[src/rtl/hz_pkg.sv]
package hz_pkg;

  typedef enum logic [1:0] {
    SEL_REGFILE = 2'b00,
    SEL_WBACK   = 2'b01,
    SEL_MEMSTG  = 2'b10
  } fwd_sel_e;

  // Newer result has priority over older result.
  function automatic fwd_sel_e fwd_choose(input logic mem_hit, input logic wb_hit);
    if (mem_hit)     return SEL_MEMSTG;
    else if (wb_hit) return SEL_WBACK;
    else             return SEL_REGFILE;
  endfunction

endpackage

[src/rtl/hz_fwd_pick.sv]
module hz_fwd_pick
  import hz_pkg::*;
#(
  parameter int RA_W        = 5,
  parameter bit MEM_LOAD_OK = 1'b1
) (
  input  logic [RA_W-1:0] src_reg,
  input  logic [RA_W-1:0] mem_rd,
  input  logic            mem_wr,
  input  logic            mem_ld,
  input  logic [RA_W-1:0] wb_rd,
  input  logic            wb_wr,
  output logic [1:0]      sel,
  output logic            mem_hit,
  output logic            wb_hit
);

  function automatic logic dst_match(input logic wr, input logic [RA_W-1:0] rd,
                                     input logic [RA_W-1:0] src);
    return wr && (rd != '0) && (rd == src);
  endfunction

  logic mem_usable;
  fwd_sel_e choice;

  // A load's data is not ready in the memory stage for a decode-stage consumer.
  assign mem_usable = MEM_LOAD_OK ? 1'b1 : !mem_ld;
  assign mem_hit    = mem_usable && dst_match(mem_wr, mem_rd, src_reg);
  assign wb_hit     = dst_match(wb_wr, wb_rd, src_reg);
  assign choice     = fwd_choose(mem_hit, wb_hit);
  assign sel        = choice;

endmodule

[src/rtl/hz_stall_det.sv]
module hz_stall_det #(
  parameter int RA_W = 5
) (
  input  logic [RA_W-1:0] ifid_rs,
  input  logic [RA_W-1:0] ifid_rt,
  input  logic            ifid_rt_used,
  input  logic            ifid_branch,
  input  logic [RA_W-1:0] idex_rd,
  input  logic            idex_regwrite,
  input  logic            idex_memread,
  input  logic [RA_W-1:0] exmem_rd,
  input  logic            exmem_memread,
  output logic            hit_load_use,
  output logic            hit_br_alu,
  output logic            hit_br_load
);

  function automatic logic reads_dst(input logic [RA_W-1:0] rd, input logic [RA_W-1:0] rs,
                                     input logic [RA_W-1:0] rt, input logic rt_live);
    return (rd != '0) && ((rd == rs) || (rt_live && (rd == rt)));
  endfunction

  logic rt_live;

  // A branch always compares both sources.
  assign rt_live      = ifid_rt_used || ifid_branch;
  assign hit_load_use = idex_memread && reads_dst(idex_rd, ifid_rs, ifid_rt, rt_live);
  assign hit_br_alu   = ifid_branch && idex_regwrite && !idex_memread &&
                        reads_dst(idex_rd, ifid_rs, ifid_rt, 1'b1);
  assign hit_br_load  = ifid_branch && exmem_memread &&
                        reads_dst(exmem_rd, ifid_rs, ifid_rt, 1'b1);

endmodule

[src/rtl/pipe_hazard_ctl.sv]
module pipe_hazard_ctl #(
  parameter int RA_W = 5
) (
  input  logic            clk,
  input  logic            rst_n,
  input  logic [RA_W-1:0] ifid_rs,
  input  logic [RA_W-1:0] ifid_rt,
  input  logic            ifid_rt_used,
  input  logic            ifid_branch,
  input  logic            ifid_cmp_eq,
  input  logic [RA_W-1:0] idex_rs,
  input  logic [RA_W-1:0] idex_rt,
  input  logic [RA_W-1:0] idex_rd,
  input  logic            idex_regwrite,
  input  logic            idex_memread,
  input  logic [RA_W-1:0] exmem_rd,
  input  logic            exmem_regwrite,
  input  logic            exmem_memread,
  input  logic [RA_W-1:0] memwb_rd,
  input  logic            memwb_regwrite,
  output logic [1:0]      fwd_ex_a,
  output logic [1:0]      fwd_ex_b,
  output logic [1:0]      fwd_id_a,
  output logic [1:0]      fwd_id_b,
  output logic            stall_pc,
  output logic            stall_ifid,
  output logic            bubble_idex,
  output logic            flush_ifid,
  output logic            branch_taken
);

  localparam int NOPS = 2;

  logic [RA_W-1:0] ex_src [NOPS];
  logic [RA_W-1:0] id_src [NOPS];
  logic [1:0]      ex_sel [NOPS];
  logic [1:0]      id_sel [NOPS];
  logic [NOPS-1:0] ex_mem_hit, ex_wb_hit, id_mem_hit, id_wb_hit;

  // Named internal events, observed by the bound checker.
  logic hit_load_use, hit_br_alu, hit_br_load, stall_any;

  assign ex_src[0] = idex_rs;
  assign ex_src[1] = idex_rt;
  assign id_src[0] = ifid_rs;
  assign id_src[1] = ifid_rt;

  for (genvar g = 0; g < NOPS; g++) begin : g_ops
    hz_fwd_pick #(.RA_W(RA_W), .MEM_LOAD_OK(1'b1)) u_ex_pick (
      .src_reg (ex_src[g]),
      .mem_rd  (exmem_rd),
      .mem_wr  (exmem_regwrite),
      .mem_ld  (exmem_memread),
      .wb_rd   (memwb_rd),
      .wb_wr   (memwb_regwrite),
      .sel     (ex_sel[g]),
      .mem_hit (ex_mem_hit[g]),
      .wb_hit  (ex_wb_hit[g])
    );
    hz_fwd_pick #(.RA_W(RA_W), .MEM_LOAD_OK(1'b0)) u_id_pick (
      .src_reg (id_src[g]),
      .mem_rd  (exmem_rd),
      .mem_wr  (exmem_regwrite),
      .mem_ld  (exmem_memread),
      .wb_rd   (memwb_rd),
      .wb_wr   (memwb_regwrite),
      .sel     (id_sel[g]),
      .mem_hit (id_mem_hit[g]),
      .wb_hit  (id_wb_hit[g])
    );
  end

  hz_stall_det #(.RA_W(RA_W)) u_stall (
    .ifid_rs       (ifid_rs),
    .ifid_rt       (ifid_rt),
    .ifid_rt_used  (ifid_rt_used),
    .ifid_branch   (ifid_branch),
    .idex_rd       (idex_rd),
    .idex_regwrite (idex_regwrite),
    .idex_memread  (idex_memread),
    .exmem_rd      (exmem_rd),
    .exmem_memread (exmem_memread),
    .hit_load_use  (hit_load_use),
    .hit_br_alu    (hit_br_alu),
    .hit_br_load   (hit_br_load)
  );

  assign stall_any    = hit_load_use | hit_br_alu | hit_br_load;
  assign stall_pc     = stall_any;
  assign stall_ifid   = stall_any;
  assign bubble_idex  = stall_any;
  assign branch_taken = ifid_branch && ifid_cmp_eq && !stall_any;
  assign flush_ifid   = branch_taken;

  assign fwd_ex_a = ex_sel[0];
  assign fwd_ex_b = ex_sel[1];
  assign fwd_id_a = id_sel[0];
  assign fwd_id_b = id_sel[1];

endmodule

[config.mk]
export PLATFORM = sky130hd
export DESIGN_NAME = pipe_hazard_ctl
export DESIGN_NICKNAME = d
export VERILOG_FILES = /design/src/rtl/hz_pkg.sv /design/src/rtl/hz_fwd_pick.sv /design/src/rtl/hz_stall_det.sv /design/src/rtl/pipe_hazard_ctl.sv
export SDC_FILE = /design/constraint.sdc
export NUM_CORES = 1
export LEC_CHECK = 0
export ABC_AREA = 1
export BUFFER_PORTS_ARGS = -buffer_cell sky130_fd_sc_hd__buf_2
export CAP_MARGIN = 20
export CORE_UTILIZATION = 31
export DETAILED_ROUTE_END_ITERATION = 6
export GPL_TIMING_DRIVEN = 0
export PLACE_DENSITY_LB_ADDON = 0.2
export SETUP_SLACK_MARGIN = 0.4
export SYNTH_ARGS = -nofsm -noshare
export SYNTH_HDL_FRONTEND = slang
export SYNTH_SLANG_ARGS = --single-unit
[constraint.sdc]
create_clock -name vclk -period 3.5
set_input_delay 0.525 -clock vclk [all_inputs]
set_output_delay 0.525 -clock vclk [all_outputs]
set_load 0.02 [all_outputs]
Word level (Yosys, flattened, before mapping)
Index checks and enable logic that the tools add are counted.
- flip-flop bits (word level): 0
- output and inout bits: 13
- mux-type cells: 8
- bitwise logic cells: 2
- reductions and logical operators: 34
- equality and inequality tests: 10
- operator list (cell ; number):
    equality test 5 bit ; 10
    logical AND 1 bit ; 24
    nonzero test 5 bit ; 3
    2-to-1 mux 2 bit ; 4
    logical OR 1 bit ; 4
    2-to-1 mux 1 bit ; 4
    logical NOT 1 bit ; 3
    OR 1 bit ; 2

Longest topological paths before layout
- depth after elaboration: 9
- mapped depth: 11

Hierarchy
Synthesis repeated with hierarchy kept, for this count alone.
- cells, all modules: 339
- area, all modules: 1461.4 um2
- modules (own cells, without submodules) (module ; instances ; cells each ; area an instance (um2)):
    hz_fwd_pick (g_ops[0].u_id_pick ...) ; 2 ; 62 ; 256.5
    hz_fwd_pick (g_ops[0].u_ex_pick ...) ; 2 ; 59 ; 236.5
    hz_stall_det ; 1 ; 89 ; 426.7
    pipe_hazard_ctl ; 1 ; 8 ; 48.8

Worst setup path after synthesis
No wires, ideal clock.
- path kind: in2out
- start: in exmem_rd[4]
- end: out flush_ifid
- stages on the path: 9
- data arrival time: 1.827 ns
- required time: 2.975 ns
- path buffers: 2
- slack: 1.148 ns
- cell sequence: buf_4 -> nor3_2 -> nand3_1 -> nand3_1 -> inv_1 -> nand2_1 -> nand2_1 -> nor2_1 -> buf_4
- longest elaborated chain between the ends: 7
- elaborated cells between the ends (all ways): 9
- classes of those cells: 2 x eq/ne; 1 x bitwise; 6 x reduce/logical
- RTL lines (what ; line ; text):
    start, declared ; pipe_hazard_ctl.sv:16 ; input logic [RA_W-1:0] exmem_rd,
    equality test 5 bit ; hz_stall_det.sv:20 ; return (rd != '0) && ((rd == rs) || (rt_live && (rd == rt)));
    logical OR 1 bit ; hz_stall_det.sv:20 ;
    logical AND 1 bit * ; hz_stall_det.sv:20 ;
    logical AND 1 bit * ; hz_stall_det.sv:30 ; assign hit_br_load = ifid_branch && exmem_memread &&
    OR 1 bit * ; pipe_hazard_ctl.sv:88 ; assign stall_any = hit_load_use | hit_br_alu | hit_br_load;
    named net bubble_idex ; pipe_hazard_ctl.sv:27 ; output logic bubble_idex,
    logical NOT 1 bit * ; pipe_hazard_ctl.sv:92 ; assign branch_taken = ifid_branch && ifid_cmp_eq && !stall_any;
    logical AND 1 bit * ; pipe_hazard_ctl.sv:92 ;
    end, declared ; pipe_hazard_ctl.sv:28 ; output logic flush_ifid,
Mark *: on every way through the listed nets, which the timed path passes. The rest lies on a longest branch.

Worst setup path in the final report
- start: in exmem_rd[1]
- end: out flush_ifid
- longest elaborated chain between the ends: 7
- elaborated cells between the ends (all ways): 9
- classes of those cells: 2 x eq/ne; 1 x bitwise; 6 x reduce/logical
- RTL lines (what ; line):
    equality test 5 bit ; hz_stall_det.sv:20
    logical OR 1 bit ; hz_stall_det.sv:20
    logical AND 1 bit * ; hz_stall_det.sv:20
    logical AND 1 bit * ; hz_stall_det.sv:30
    OR 1 bit * ; pipe_hazard_ctl.sv:88
    logical NOT 1 bit * ; pipe_hazard_ctl.sv:92
    logical AND 1 bit * ; pipe_hazard_ctl.sv:92
Every way passes the cells marked *; elsewhere a longest branch is shown, timed or not.

==> results.md <==
- Setup total negative slack on the finished layout was measured at 0 ns.
- The total core area is 2810 um^2.
- The critical path required time is 2.97 ns.
- Setup slack closes at 1.31 ns.
- The detailed-router iteration count before antenna repair is 6.
- The number of antenna violations at the first check in global routing is 0.
- The count of warnings emitted by yosys is 0.
- The critical path is of the input port to primary output type.
- The initialized floorplan defines 19 standard-cell rows.
- The worst-case setup slack after placement is 1.31 ns.
- For this run, the post-layout net count is 271.
- Of the available clock period, the critical path in the final layout requires 62.7%.
- The count of unique library cells instantiated by Yosys is 16.
- The tightest slew margin relative to the limit is 79.5%.
- The final reports fail on design-rule violations.
- Synthesis produced a netlist with a net count of 221.
- The floorplan step set the die height to 57.1 um.
- For this configuration, the core starts out at a cell density of 33.5%.
- The post-synthesis cell area is 941 um^2.
- The I/O pin count is 58.
- Dividing total power by cell area gives a power density of 117 nW/um^2.
- The sum of routed wire length over all layers is 2520 um.
- Of the synthesized area, sequential elements account for 0%.
- The final max-slew violation count is 0.
- There are 0 flip-flops and latches.
- For this run, design rule violations remaining after detail routing come to 2.
- Based on the critical path, the design can be clocked at up to 456 MHz.
- The largest net degree at the start of global routing is 7.
- For met3 alone, demand over resource in global routing was 0.227%.
- The average via count per standard cell is 4.25.
- After filler insertion, the fill cell instance count of the layout stands at 320.
- The element type at the critical path end is a primary output.
- After clock tree synthesis, the setup repair step added 0 buffers.
- Setup violations remaining at the end of the flow were counted as 0.
- The final RePlAce weighted congestion is 0.763.
- The startpoint identified for the worst hold timing path is ifid_cmp_eq.
- After legalization and detailed placement, the total HPWL measured 2230 um.
- For the pin with the worst max-slew slack, the measured transition is 0.308 ns.
- Setup repair after global routing left no endpoint under its margin.
- The maximum resistive drop on vdd is 0.0441 mV.
- For hold timing, the worst endpoint is branch_taken.
- Leaving out filler cells and counting taps, the final layout contains 255.
- The average instance in the mapped netlist occupies 5.35 um^2.
- The run finished, with violations left.
- The storage element area is 0 um^2.
- The completed layout was analyzed and its total power is 0.142 mW.
- The area of the multi-input gates is 744 um^2.
- The remaining antenna violation count is 0.
- The total inserted antenna cells is 0.
- In the final routed layout, each cell accounts on average for 9.87 um.
- After global routing, the most crowded layer is met2.
- The reported max-cap violation count is 0.
- The first global-routing pass estimated 4210 um of wire.
- The number of placed cells counting well taps is 255.
- The die covers 3260 um^2.
- For the worst setup path, the data arrival time is 1.67 ns.
- The count of cells along the worst hold path is 4.
- The type of element launching the critical path is an input port.
- The final-report hold violation count was 0.
- The overall routing resource usage is 15.6%.
- Buffers placed on the I/O ports in this run total 48.
- The largest fanout on the critical path is 5.
- The met2 routing resource usage after global routing is 25.0%.
- The floorplan die width is 57.1 um.
- For this run the aggregate overflow at the end of global routing stands at 0.
- For this block, the via count after detailed routing is 1085.
- Hold repair after CTS inserted 0 buffers.
- Post-CTS repair changed the size of 0 cells.
- The post-route netlist has 31.3% of its cells at a drive strength greater than 1.
- The number of clock-tree buffers in the layout is 0.
- The synthesized instance count is 176.
- The reported leakage power is 0.752 nW.
- The DRC marker count from the first detailed-route iteration is 45.
- In this run the worst hold path is classified as input port to primary output.
- After layout, the minimum clock period comes to 2.19 ns.
- The number of global-route vias before repair is 959.
- The post-synthesis to final-layout area growth is 29.7%.
- Global routing used 24.7% of the available met1 tracks.
worst max-delay path by stage:
stage                      startpoint          to  depth (start not counted)  slack, ns
after detailed placement   idex_rd[2]  flush_ifid                         10       1.31
after global routing      exmem_rd[1]  flush_ifid                         12       1.15
final                     exmem_rd[1]  flush_ifid                         12       1.31
after global placement     idex_rd[2]  flush_ifid                         10       1.29
after floorplan           exmem_rd[4]  flush_ifid                          9       1.15
after CTS                  idex_rd[2]  flush_ifid                         10       1.30
critical path, stage by stage:
cell	delay, ns
buf_2	0.15
inv_2	0.06
nand2_1	0.05
nand2_1	0.04
nor2_1	0.14
nand3_1	0.13
nand2_1	0.09
nand2_1	0.05
nand2_1	0.10
nor2_1	0.06
buf_4	0.12
buf_2	0.15
final cells by class:
class,count,share of cell area (%)
Multi-Input combinational cell,136,61.0
Timing Repair Buffer,48,19.7
Buffer,15,8.41
Inverter,25,7.69
Tap cell,31,3.18
metal layers:
| metal | share of wire (%) | up-vias | wire length (um) |
|---|---|---|---|
| met1 | 53 | 444 | 1330 |
| li1 | - | 616 | - |
| met2 | 43 | 25 | 1080 |
| met5 | 0 | - | 0 |
| met4 | 0 | 0 | 0 |
| met3 | 4.2 | 0 | 105 |
kinds of logic (layout without fill, tap and decap cells):
kind of cell / count (synthesis) / in the layout / synth area share [%]
XOR/XNOR: 34 / 34 / 31.6
AND/OR/NAND/NOR: 100 / 100 / 46.4
buffers and inverters: 40 / 88 / 20.9
AO/OA/AOI/OAI: 2 / 2 / 1.06
per-stage QoR:
stage,hold WS [ns],util (%),area [um^2]
global placement,1.39,43.5,1220
floorplan,1.18,-,941
detailed placement,1.39,43.5,1220
global route,1.41,43.5,1220
finish,1.39,43.5,1220
CTS,1.39,43.5,1220
power by group:
group / switching [mW] / internal (mW)
combinational: 0.0781 / 0.0641
clock: 0 / 0
sequential: 0 / 0
total: 0.0781 / 0.0641
layout by cell type (no fill, tap or decap):
cell	instances
buf_2	52
buf_4	9
buf_6	1
clkbuf_1	1
inv_1	23
inv_2	2
nand2_1	57
nand2_2	1
nand3_1	7
nand4_1	6
nor2_1	21
nor3_1	3
nor3_2	5
o21ai_0	2
xnor2_1	23
xor2_1	11
synthesized netlist by cell type:
cell type | count | share of area [%]
buf_6 | 1 | 1.2
buf_4 | 9 | 7.2
nand2_2 | 1 | 0.67
inv_2 | 2 | 0.80
nand3_1 | 7 | 3.7
nor3_1 | 3 | 1.6
o21ai_0 | 2 | 1.1
nor2_1 | 21 | 8.4
buf_2 | 4 | 2.1
xnor2_1 | 23 | 21
nand2_1 | 57 | 23
clkbuf_1 | 1 | 0.40
nor3_2 | 5 | 5.3
xor2_1 | 11 | 10
nand4_1 | 6 | 4.0
inv_1 | 23 | 9.2
Note: power is estimated with default switching activity, not from simulation.
